**src/rtl/scp_pkg.sv**
```systemverilog
package scp_pkg;
  localparam logic [7:0] CMD_WRITE = 8'h3C;
  localparam logic [7:0] CMD_READ  = 8'hC3;
  localparam logic [7:0] CMD_COPY  = 8'h5A;
  localparam logic [7:0] CMD_MREAD = 8'hA5;

  localparam int ES_PF = 5;
  localparam int ES_AA = 7;

  localparam logic [7:0] TX_IDLE = 8'hFF;
  localparam logic [7:0] TX_BUSY = 8'h00;
  localparam logic [7:0] TX_DONE = 8'hAA;

  typedef enum logic [3:0] {
    S_CMD, S_TA1, S_TA2, S_ES, S_WR, S_RD, S_CPY, S_MEM, S_TAIL
  } scp_state_e;
endpackage

```
**src/rtl/scp_crc16.sv**
```systemverilog
module scp_crc16 #(
  parameter logic [15:0] POLY_R = 16'hA001
) (
  input  logic        clk,
  input  logic        rst,
  input  logic        clr,
  input  logic        en,
  input  logic [7:0]  din,
  output logic [15:0] crc
);
  function automatic logic [15:0] step(input logic [15:0] c, input logic [7:0] d);
    logic [15:0] r;
    r = c;
    for (int i = 0; i < 8; i++) begin
      if (r[0] ^ d[i]) r = (r >> 1) ^ POLY_R;
      else             r = r >> 1;
    end
    return r;
  endfunction

  always_ff @(posedge clk) begin
    if (rst || clr) crc <= '0;
    else if (en)    crc <= step(crc, din);
  end
endmodule

```
**src/rtl/scp_mem_model.sv**
```systemverilog
module scp_mem_model #(
  parameter int ROWS      = 18,
  parameter int ROW_BYTES = 8,
  localparam int MEM_BYTES = ROWS * ROW_BYTES,
  localparam int AW        = $clog2(MEM_BYTES),
  localparam int OFF_W     = $clog2(ROW_BYTES),
  localparam int RW        = AW - OFF_W
) (
  input  logic                   clk,
  input  logic                   we,
  input  logic [RW-1:0]          wr_row,
  input  logic [ROW_BYTES-1:0]   wr_mask,
  input  logic [8*ROW_BYTES-1:0] wr_data,
  input  logic [AW-1:0]          rd_addr,
  output logic [7:0]             rd_data
);
  logic [7:0] mem [MEM_BYTES];

  initial begin
    for (int i = 0; i < MEM_BYTES; i++) mem[i] = 8'hFF;
  end

  always_ff @(posedge clk) begin
    if (we) begin
      for (int b = 0; b < ROW_BYTES; b++)
        if (wr_mask[b]) mem[{wr_row, OFF_W'(b)}] <= wr_data[8*b +: 8];
    end
  end

  assign rd_data = (int'(rd_addr) < MEM_BYTES) ? mem[rd_addr] : 8'hFF;

  AST_ROW_IN_RANGE: assert property (@(posedge clk) we |-> (int'(wr_row) < ROWS));
endmodule

```
**src/rtl/scp_write_ctrl.sv**
```systemverilog
module scp_write_ctrl
  import scp_pkg::*;
#(
  parameter int ROWS       = 18,
  parameter int ROW_BYTES  = 8,
  parameter int PAGES      = 4,
  parameter int PAGE_BYTES = 32,
  parameter int COPY_CYC   = 40
) (
  input  logic               clk,
  input  logic               rst,
  input  logic               bus_reset,
  input  logic               bit_partial,
  input  logic               rx_valid,
  input  logic [7:0]         rx_data,
  input  logic               tx_req,
  input  logic [2*PAGES-1:0] page_mode,
  output logic               tx_valid,
  output logic [7:0]         tx_data
);
  localparam int MEM_BYTES  = ROWS * ROW_BYTES;
  localparam int AW         = $clog2(MEM_BYTES);
  localparam int OFF_W      = $clog2(ROW_BYTES);
  localparam int RW         = AW - OFF_W;
  localparam int PB_W       = $clog2(PAGE_BYTES);
  localparam int PG_W       = $clog2(PAGES);
  localparam int DATA_BYTES = PAGES * PAGE_BYTES;
  localparam int CW         = $clog2(COPY_CYC + 1);

  scp_state_e           state;
  logic [7:0]           cmd_q, a1_q, a2_q, es_q;
  logic [15:0]          ta_q, ptr_q;
  logic [OFF_W-1:0]     off_q;
  logic                 full_q;
  logic [2:0]           ph_q;
  logic [CW-1:0]        cp_cnt;
  logic [RW-1:0]        cp_row_q;
  logic [ROW_BYTES-1:0] cp_mask_q, cp_mask_n;
  logic [7:0]           sp_q [ROW_BYTES];
  logic [8*ROW_BYTES-1:0] cp_data;
  logic [15:0]          crc;
  logic [7:0]           tx_next, mem_rd, wr_val, crc_din;
  logic [AW-1:0]        mem_raddr;
  logic [PG_W-1:0]      ta_page;
  logic [1:0]           ta_mode;
  logic                 ta_prot, ta_emul, ta_in_range, copy_ok, mem_we;
  logic                 rx_take, tx_take, crc_rx, crc_tx;

  // page mode of the stored target address
  assign ta_page     = ta_q[PB_W +: PG_W];
  assign ta_mode     = (int'(ta_q) < DATA_BYTES) ? page_mode[{ta_page, 1'b0} +: 2] : 2'b00;
  assign ta_prot     = ta_mode[0];
  assign ta_emul     = ta_mode[1] & ~ta_mode[0];
  assign ta_in_range = int'(ta_q) < MEM_BYTES;

  assign rx_take = rx_valid && !bus_reset;
  assign tx_take = tx_req && !bus_reset;

  assign mem_raddr = (state == S_MEM) ? ptr_q[AW-1:0] : {ta_q[AW-1:OFF_W], off_q};
  assign wr_val    = ta_emul ? (rx_data & mem_rd) : rx_data;
  assign copy_ok   = ({rx_data, a2_q, a1_q} == {es_q, ta_q}) && !es_q[ES_PF]
                     && ta_in_range && !ta_prot && (cp_cnt == '0);
  assign mem_we    = (cp_cnt == CW'(1));

  always_comb begin
    for (int b = 0; b < ROW_BYTES; b++) begin
      cp_mask_n[b]      = (OFF_W'(b) >= ta_q[OFF_W-1:0]) && (OFF_W'(b) <= es_q[OFF_W-1:0]);
      cp_data[8*b +: 8] = sp_q[b];
    end
  end

  always_comb begin
    tx_next = TX_IDLE;
    case (state)
      S_WR: if (full_q) begin
        if (ph_q == 3'd0)      tx_next = ~crc[7:0];
        else if (ph_q == 3'd1) tx_next = ~crc[15:8];
      end
      S_RD: case (ph_q)
        3'd0: tx_next = ta_q[7:0];
        3'd1: tx_next = ta_q[15:8];
        3'd2: tx_next = es_q;
        3'd3: tx_next = sp_q[off_q];
        3'd4: tx_next = ~crc[7:0];
        3'd5: tx_next = ~crc[15:8];
        default: tx_next = TX_IDLE;
      endcase
      S_CPY: tx_next = (cp_cnt != '0) ? TX_BUSY : TX_DONE;
      S_MEM: tx_next = (int'(ptr_q) < MEM_BYTES) ? mem_rd : TX_IDLE;
      default: tx_next = TX_IDLE;
    endcase
  end

  assign crc_rx  = rx_take && (state == S_CMD || state == S_TA1 || state == S_TA2 ||
                               (state == S_WR && !full_q));
  assign crc_tx  = tx_take && (state == S_RD) && (ph_q < 3'd4);
  assign crc_din = crc_rx ? rx_data : tx_next;

  scp_crc16 u_crc (
    .clk(clk), .rst(rst), .clr(bus_reset), .en(crc_rx || crc_tx), .din(crc_din), .crc(crc)
  );

  scp_mem_model #(.ROWS(ROWS), .ROW_BYTES(ROW_BYTES)) u_mem (
    .clk(clk), .we(mem_we && !rst), .wr_row(cp_row_q), .wr_mask(cp_mask_q),
    .wr_data(cp_data), .rd_addr(mem_raddr), .rd_data(mem_rd)
  );

  always_ff @(posedge clk) begin
    tx_valid <= 1'b0;
    if (rst) begin
      state <= S_CMD;  cmd_q <= '0;  a1_q <= '0;  a2_q <= '0;  es_q <= '0;
      ta_q  <= '0;     ptr_q <= '0;  off_q <= '0; full_q <= 1'b0; ph_q <= '0;
      cp_cnt <= '0;    cp_row_q <= '0; cp_mask_q <= '0; tx_data <= TX_IDLE;
      for (int b = 0; b < ROW_BYTES; b++) sp_q[b] <= '0;
    end else begin
      // copy engine runs regardless of bus activity
      if (cp_cnt != '0) begin
        cp_cnt <= cp_cnt - CW'(1);
        if (cp_cnt == CW'(1)) es_q[ES_AA] <= 1'b1;
      end
      if (bus_reset) begin
        state <= S_CMD;
        if (state == S_WR && bit_partial) es_q[ES_PF] <= 1'b1;
      end else begin
        if (rx_valid) begin
          case (state)
            S_CMD: begin
              cmd_q <= rx_data; ph_q <= '0; full_q <= 1'b0;
              if (rx_data == CMD_WRITE || rx_data == CMD_COPY || rx_data == CMD_MREAD)
                state <= S_TA1;
              else if (rx_data == CMD_READ) begin
                state <= S_RD; off_q <= ta_q[OFF_W-1:0];
              end else state <= S_TAIL;
            end
            S_TA1: begin a1_q <= rx_data; state <= S_TA2; end
            S_TA2: begin
              a2_q <= rx_data;
              if (cmd_q == CMD_WRITE) begin
                ta_q  <= {rx_data, a1_q};
                off_q <= a1_q[OFF_W-1:0];
                es_q  <= '0;
                es_q[OFF_W-1:0] <= a1_q[OFF_W-1:0];
                state <= S_WR;
              end else if (cmd_q == CMD_COPY) state <= S_ES;
              else begin
                ptr_q <= {rx_data, a1_q}; state <= S_MEM;
              end
            end
            S_ES: begin
              if (copy_ok) begin
                cp_cnt    <= CW'(COPY_CYC);
                cp_row_q  <= ta_q[AW-1:OFF_W];
                cp_mask_q <= cp_mask_n;
                state     <= S_CPY;
              end else state <= S_TAIL;
            end
            S_WR: if (!full_q) begin
              sp_q[off_q] <= wr_val;
              es_q[OFF_W-1:0] <= off_q;
              if (off_q == OFF_W'(ROW_BYTES - 1)) full_q <= 1'b1;
              else off_q <= off_q + 1'b1;
            end
            default: ;
          endcase
        end
        if (tx_req) begin
          tx_valid <= 1'b1;
          tx_data  <= tx_next;
          case (state)
            S_WR: if (full_q && ph_q != 3'd2) ph_q <= ph_q + 3'd1;
            S_RD: begin
              if (ph_q == 3'd3) begin
                if (off_q == OFF_W'(ROW_BYTES - 1)) ph_q <= 3'd4;
                else off_q <= off_q + 1'b1;
              end else if (ph_q != 3'd6) ph_q <= ph_q + 3'd1;
            end
            S_MEM: if (int'(ptr_q) < MEM_BYTES) ptr_q <= ptr_q + 16'd1;
            default: ;
          endcase
        end
      end
    end
  end

  AST_TX_FOLLOWS_REQ: assert property (@(posedge clk) disable iff (rst)
    tx_take |=> tx_valid);
  AST_TX_ONLY_ON_REQ: assert property (@(posedge clk) disable iff (rst)
    !tx_take |=> !tx_valid);
  AST_NO_CRC_BEFORE_END: assert property (@(posedge clk) disable iff (rst)
    (tx_take && state == S_WR && !full_q) |=> (tx_data == TX_IDLE));
  AST_FULL_HOLDS_OFFSET: assert property (@(posedge clk) disable iff (rst)
    (state == S_WR && full_q && !bus_reset) |=> $stable(off_q));
  AST_PF_ON_CUT: assert property (@(posedge clk) disable iff (rst)
    (bus_reset && bit_partial && state == S_WR) |=> es_q[ES_PF]);
  AST_BUSY_ANSWER: assert property (@(posedge clk) disable iff (rst)
    (tx_take && state == S_CPY && cp_cnt > CW'(1)) |=> (tx_data == TX_BUSY));
endmodule

```
**config.mk**
```make
export PLATFORM = sky130hd
export DESIGN_NAME = scp_write_ctrl
export DESIGN_NICKNAME = d
export VERILOG_FILES = /design/src/rtl/scp_pkg.sv /design/src/rtl/scp_crc16.sv /design/src/rtl/scp_mem_model.sv /design/src/rtl/scp_write_ctrl.sv
export SDC_FILE = /design/constraint.sdc
export NUM_CORES = 2
export LEC_CHECK = 0
export CAP_MARGIN = 20
export CORE_UTILIZATION = 40
export DETAILED_ROUTE_END_ITERATION = 6
export DONT_BUFFER_PORTS = 1
export SYNTH_ARGS = -nofsm -noshare
export SYNTH_HDL_FRONTEND = slang
export SYNTH_SLANG_ARGS = --single-unit
```
**constraint.sdc**
```tcl
create_clock -name clk -period 4.3 [get_ports clk]
set_input_delay 0.86 -clock clk [delete_from_list [all_inputs] [get_ports clk]]
set_output_delay 0.86 -clock clk [all_outputs]
set_load 0.01 [all_outputs]
```
; ---- Word level (Yosys, flattened, before mapping)
; Memories as Yosys holds them, arrays and structs flattened. A register that Yosys moved wholly into a read port is not among the register bits.
; Cells that the tools add are included.
[totals]
ff_bits = 116
latchBits = 0
ram_bits = 1216
mem_bits_ro = 0
in_bits = 22
out_inout_bits = 9
wordCells = 271
memories = 2
[classes]
add_sub_neg = 4
multipliers = 0
div = 0
n_lt_le_gt_ge = 21
n_eq_ne = 26
shift = 1
n_mux = 122
n_bitwise = 22
reduce_logical = 55
[memory_table]
columns = name, words, word_bits, rd, rd_clocked_by_memory_dff, write_ports, line_no
row1 = u_mem.mem, 144, 8, 1, 0, 8, scp_mem_model.sv:17  ; logic [7:0] mem [MEM_BYTES];
row2 = sp_q, 8, 8, 9, 1, 8, scp_write_ctrl.sv:39  ; logic [7:0] sp_q [ROW_BYTES];
[op_table]
columns = operator, count
row1 = $mux W16, 29
row2 = $mux W8, 12
row3 = $mux W3, 23
row4 = $lt A16 B8 Y1 const B, 3
row5 = $pmux W8 S6, 1
row6 = $mux W1, 40
row7 = $pmux W8 S4, 1
row8 = $mux W6, 5
row9 = $eq A24 B24 Y1, 1
row10 = $not A2 Y3, 8
row11 = $logic_and A1 B1 Y1, 21
row12 = $add A16 B1 Y16 const B, 1
row13 = $eq A4 B3 Y1 const B, 4
row14 = $eq A8 B6 Y1 const B, 2
row15 = $eq A8 B7 Y1 const B, 2
row16 = $eq A8 B8 Y1 const B, 2
row17 = $not A8 Y8, 2
row18 = $pmux W4 S4, 1
row19 = $ge A3 B3 Y1 const A, 4
row20 = $le A3 B3 Y1 const A, 4
row21 = $mux W4, 3
row22 = $pmux W3 S2, 2
row23 = $reduce_and A3 Y1, 4
row24 = $reduce_and A4 Y1, 3
row25 = 39 further kinds, 73

; ---- Depth between registers and ports, before layout
[depth]
word_depth = 37
ltp_mapped = 22
mapped_depth_nobuf = 16

; ---- Hierarchy
; From an unflattened synthesis, not the netlist that was laid out.
[hier_totals]
hier_cells = 3206
hier_area_um2 = 54643.7
[by_module_without_submodules]
columns = mod, n_inst, cells_per_inst, area_each_um2, seq_area_each_um2
row1 = scp_mem_model, 1, 2139, 44964.4, 34593.2
row2 = scp_write_ctrl, 1, 989, 8916.1, 3983.8
row3 = scp_crc16, 1, 78, 763.2, 320.3

; ---- Least setup slack after synthesis
; Ideal clock, no wire load.
[synth_path]
path_type = register -> register
from = register state[1]
to = register u_crc.crc[0]
setup_ns = 0.070
arrival_ns = 4.084
t_required_ns = 4.230
setup_slack_ns = 0.146
path_stages_with_launch = 17
n_path_buf = 3
period_less_slack_ns = 4.154
cell_sequence = dfxtp_1 -> buf_4 -> and4b_4 -> buf_8 -> mux2_4 -> buf_8 -> mux2i_1 -> mux4_2 -> a211oi_2 -> a221oi_1 -> or4_4 -> nand3_1 -> o221a_4 -> xor2_1 -> xor3_2 -> xor3_1 -> a21oi_1
[synth_between]
elab_chain_len = 37
elab_cells_between_ends = 52
classes_between = 1 x order compare / 6 x eq/ne / 27 x mux / 8 x bitwise / 9 x reduce/logical / 1 x memory
[synth_rtl]
columns = item, line_no
row1 = "start, declared", scp_write_ctrl.sv:30  ; scp_state_e state;
row2 = "start signal, assigned", scp_write_ctrl.sv:111  ; state <= S_CMD; cmd_q <= '0; a1_q <= '0; a2_q <= '0; es_q <= '0;
row3 = "start signal, assigned", scp_write_ctrl.sv:122  ; state <= S_CMD;
row4 = "start signal, assigned", scp_write_ctrl.sv:130  ; state <= S_TA1;
row5 = $eq A4 B3 Y1, "scp_write_ctrl.sv:59, scp_write_ctrl.sv:74"
row6 = $mux W8, scp_write_ctrl.sv:59  ; assign mem_raddr = (state == S_MEM) ? ptr_q[AW-1:0] : {ta_q[AW-1:OFF_W], off_q};
row7 = $mem_v2 Z144 W8 / $lt A8 B8 Y1 (equally long branches), n/a
row8 = $mux W8, scp_mem_model.sv:30  ; assign rd_data = (int'(rd_addr) < MEM_BYTES) ? mem[rd_addr] : 8'hFF;
row9 = $mux W8, scp_write_ctrl.sv:89  ; S_MEM: tx_next = (int'(ptr_q) < MEM_BYTES) ? mem_rd : TX_IDLE;
row10 = $pmux W8 S4, scp_write_ctrl.sv:74  ; case (state)
row11 = $mux W8, scp_write_ctrl.sv:97  ; assign crc_din = crc_rx ? rx_data : tx_next;
row12 = $xor A1 B1 Y1, scp_crc16.sv:15  ; if (r[0] ^ d[i]) r = (r >> 1) ^ POLY_R;
row13 = [... 21 more ...], n/a
row14 = $mux W16, scp_crc16.sv:23  ; else if (en) crc <= step(crc, din);
row15 = $mux W16, scp_crc16.sv:22  ; if (rst || clr) crc <= '0;
row16 = $xor A1 B1 Y1, scp_crc16.sv:15
row17 = $mux W16, scp_crc16.sv:15
row18 = $mux W16, scp_crc16.sv:23
row19 = $mux W16, scp_crc16.sv:22
row20 = $xor A1 B1 Y1, scp_crc16.sv:15
row21 = $mux W16, scp_crc16.sv:15
row22 = "end signal, assigned", scp_crc16.sv:23
row23 = "end, declared", scp_crc16.sv:9  ; output logic [15:0] crc
; Several ways; a longest one is shown, not always the timed one. The select of a mux whose other input is x is not followed.
; A chain may end at the register's enable or synchronous reset.

; ---- Final worst setup path
[layout_path]
from = register state[1]
to = register u_crc.crc[14]
[layout_between]
elab_chain_len = 36
elab_cells_between_ends = 51
classes_between = 1 x order compare / 6 x eq/ne / 27 x mux / 7 x bitwise / 9 x reduce/logical / 1 x memory
[layout_rtl]
columns = item, line_no
row1 = $eq A4 B3 Y1, "scp_write_ctrl.sv:59, scp_write_ctrl.sv:74"
row2 = $mux W8, scp_write_ctrl.sv:59
row3 = $mem_v2 Z144 W8 / $lt A8 B8 Y1 (equally long branches), n/a
row4 = $mux W8, scp_mem_model.sv:30
row5 = $mux W8, scp_write_ctrl.sv:89
row6 = $pmux W8 S4, scp_write_ctrl.sv:74
row7 = $mux W8, scp_write_ctrl.sv:97
row8 = $xor A1 B1 Y1, scp_crc16.sv:15
row9 = [... 20 more ...], n/a
row10 = $mux W16, scp_crc16.sv:15
row11 = $mux W16, scp_crc16.sv:23
row12 = $mux W16, scp_crc16.sv:22
row13 = $xor A1 B1 Y1, scp_crc16.sv:15
row14 = $mux W16, scp_crc16.sv:15
row15 = $mux W16, scp_crc16.sv:23
row16 = $mux W16, scp_crc16.sv:22
row17 = $mux W16, scp_crc16.sv:15
; Several ways; a longest one is shown, not always the timed one. The select of a mux whose other input is x is not followed.

==> metrics.md <==
| Metric | Value |
|---|---|
| Outcome | finished with violations |
| Failing checks | setup timing |
| Highest-count cells in the layout ignoring fill and taps | edfxtp_1 (1216), nand2_1 (949), buf_4 (639) |
| Worst Clk Skew | 33.2 ps |
| Die height | 377 µm |
| Final setup viols | 7 |
| Final non-filler cell total | 7032 |
| Commonest register cell after synthesis | edfxtp_1 |
| Inst Count DP | 6682 |
| DR vias/cell | 6.30 |
| Gp weighted congestion | 1.05 |
| Critical R2R Capture | u_crc.crc[14] |
| Post-synthesis mux area share | 5.67% |
| Worst-Margin Slew | 1040 ps |
| Met3 usage | 11.2% |
| Via count | 44300 |
| Crit path arrival time | 5540 ps |
| WP depth | 20 |
| Worst Hold Endpoint | ph_q[0] |
| Final Worst Setup Slack | -531 ps |
| Slowest CP cell | o41ai_2 |
| Number of CTS-inserted buffers | 145 |
| Launch point of the worst reg-to-reg path | state[1] |
| Worst path buffer plus inverter count | 7 |
| Max Cap Violations | 0 |
| Total design power | 27.6 mW |
| Largest family of logic cells by synthesized area | simple AND/OR/NAND/NOR gates |
| Clock network power share | 45.2% |
| GRT overflow | 0 |
| Pleak | 24.6 nW |
| Seq/Total Area, Yosys | 69.2% |
| Yosys reg bits | 1335 |
| Pwr dens | 396 nW/µm² |
| CP cell instances | and4b_4 > mux2i_4 > buf_6 > buf_12 > buf_8 > buf_4 > nand2_1 > nand4_1 > nand4_1 > nor3_2 > buf_4 > nor4_4 > o41ai_2 > buf_4 > o31a_1 > xnor2_2 > xor3_2 > buf_6 > xnor2_1 > o31ai_1 |
| DP HPWL | 165000 µm |
| Pins Over Slew Limit | 0 |
| NetSw | 6.16 mW |
| Comb pwr share | 3.2% |
| CP Launch Type | flop |
| Compound-Gate Fraction of Synth Area | 6.73% |
| Hold Crit Class | input port to flop |
| Sw frac | 22.3% |
| Post-Route WL | 252000 µm |
| CTS root buffer | clkbuf_16 |
| Final ANT Viol Nets | 0 |
| Commonest non-fill, non-tap cell in the layout | edfxtp_1 |
| Count of different cell masters after synthesis | 86 |
| Share of cells above drive strength 1 | 23.1% |
| CP dominant cell by count | buf_4 |
| Max Buffers Root-to-Sink | 3 |
| Clk slew on worst S/H paths | 60 ps |
| Filler cells | 12100 |
| Xor and xnor area share after synthesis | 0.724% |
| Synthesized instance count | 4409 |
| Crit path max-delay family | simple AND/OR/NAND/NOR gates |
| Tmin final | 4830 ps |
| Hold_ws | 131 ps |
| Simple-gate portion of the synthesized area | 14.7% |
| Grt peak-use layer | met2 |
| Die area | 142000 µm² |
| FMAX | 0.207 GHz |
| CTS sink count | 1335 |
| CP peak stage delay | 430 ps |
| Relative max-transition margin | 30.5% |
| Remaining DRCs | 0 |
| I/O Pins | 31 |
| Final worst-path cycle share | 112% |
| # rows | 137 |
| Async SR Flop Fraction | 0% |
| Vias in the first global route | 40800 |
| Count of hold buffers inserted by post-cts repair | 0 |
| Hold path depth | 1 |
| EDFF count, synth | 1216 |
| Critical path class | flop to flop |
| RSZ-0062 raised after global routing | true |
| Synth warn | 0 |
| Required @ worst endpoint | 5010 ps |
| Finished Core Util | 50.0% |
| Htree depth | 4 |
| Routed len/inst | 35.9 µm |
| Pre-CTS setup slack | -1050 ps |
| Die width | 377 µm |
| Global Route met2 Usage | 49.7% |
| Global Route Usage Sum | 35.0% |
| Worst R2R Path Depth | 20 |
| Area added between synthesis and finish | 24.1% |
| Clk_lat worst skew | 820 ps |
| Hold Vio Cnt, Final | 0 |
| Initial antenna violation count | 34 |
| Detailed router's first-iteration violation count | 8645 |
| Port buffer count | 0 |
| Hold Startpoint | rst |
| Nets | 5069 |
| Power Internal | 21.4 mW |
| Router iterations before antenna repair | 6 |
| Mapped Area | 56200 µm² |
| CTS tree | yes |
| Core region area | 140000 µm² |
| Mapped Nets | 4443 |
| Worst-path maximum fanout | 6 |
| Sequential share of power | 51.5% |
| Post-Synth Adder-Cell Area | 0.267% |
| First-pass GRT wire length | 339000 µm |
| Maximum vdd drop | 0.000311 V |
| Met1 GRT Util | 48.5% |
| Largest net degree at the start of global routing | 84 |
| Initial Util | 40.3% |
| Syn Area/Cell | 12.7 µm² |
| Register-to-register setup slack | -530 ps |
| Critical Path Sink Type | flop |
## flip-flops by register name, indices dropped and copies added, names as in the netlist, 16 cells and up, named ones only
name and count:
sp_q 64, u_mem.mem 1152, u_crc.crc 16, ptr_q 16
ta_q 16
## cell usage after synthesis (all sizes together), types with 13 or more instances
library cell | n | share of area, %
nor3 | 39 | 0.35
o22ai | 21 | 0.23
xnor2 | 15 | 0.23
a221oi | 13 | 0.20
mux4 | 55 | 2.2
nor2b | 23 | 0.26
nand2b | 13 | 0.14
o21ai | 69 | 0.61
buf | 149 | 1.7
a21oi | 146 | 1.3
a31oi | 56 | 0.62
xor2 | 25 | 0.40
mux2i | 175 | 3.1
nor4 | 21 | 0.24
nand3 | 354 | 3.2
nor2 | 359 | 2.4
a311oi | 30 | 0.47
and3 | 38 | 0.42
edfxtp | 1216 | 65
clkbuf | 136 | 0.91
a32oi | 53 | 0.83
a211oi | 43 | 0.59
inv | 22 | 0.15
a22oi | 31 | 0.41
dfxtp | 119 | 4.2
mux2 | 16 | 0.33
nand2 | 957 | 6.4
nand4 | 57 | 0.63
## what timing repair did
item,4_1_cts,5_1_grt
setup buffers,46,39
pin swaps,63,34
endpoints found under the hold margin,0,0
setup endpoints to repair,39,9
resized for setup,176,53
cloned,6,2
## cell families after synthesis
group,after synthesis
XOR/XNOR,42
flip-flops,1335
multiplexers,246
AO/OA/AOI/OAI,555
buffers and inverters,307
AND/OR/NAND/NOR,1912
adder cells (fa/ha/maj),12
## layer usage
layer | vias up | share of wire [%]
met5 | - | 0.062
met3 | 660 | 15
met4 | 14 | 5.3
li1 | 17700 | -
met2 | 3774 | 42
met1 | 22200 | 38
## power by group through the flow
stage | sequential (mW) | combinational [mW] | clock [mW]
after detailed placement | 14.5 | 0.834 | 0
after floorplan | 14.5 | 0.285 | 0
after CTS | 14.2 | 0.850 | 12.5
after global routing | 14.2 | 0.900 | 13.0
after global placement | 14.5 | 0.826 | 0
final | 14.2 | 0.894 | 12.5
## layout make-up
type | count | area (µm²) | share of cell area [%]
diodes | 8 | 20.0 | 0.0287
clock buffers | 187 | 3860 | 5.53
clock inverters | 73 | 810 | 1.16
inverters | 22 | 82.6 | 0.118
multi-input cells | 2769 | 16700 | 24.0
flip-flops and latches | 1335 | 38900 | 55.8
well taps | 1876 | 2350 | 3.37
repair buffers | 762 | 6980 | 10.0
## worst register-to-register path: cells and delay by family (launching register included)
kind	cells	cell delay, ps
simple gates	6	1460
buf+inv	7	1040
xor+xnor	3	660
mux	1	350
flops	1	390
compound gates	3	820
## worst max path at each step
| stage | from | endpoint | slack, ps |
|---|---|---|---|
| after global routing | state[3] | u_crc.crc[0] | -540 |
| after global placement | state[3] | u_crc.crc[0] | -1150 |
| after detailed placement | state[3] | u_crc.crc[0] | -1050 |
| after CTS | state[3] | u_crc.crc[14] | -290 |
| after floorplan | state[1] | u_crc.crc[0] | 150 |
| final | state[1] | u_crc.crc[14] | -530 |
## metrics by stage
step | area (µm²) | TNS, ps
detailed placement | 63100 | -5940
global route | 69700 | -2660
finish | 69700 | -2000
floorplan | 56200 | 0
global placement | 63100 | -5690
CTS | 69200 | -999
No activity file was read; power rests on OpenSTA's default activity.
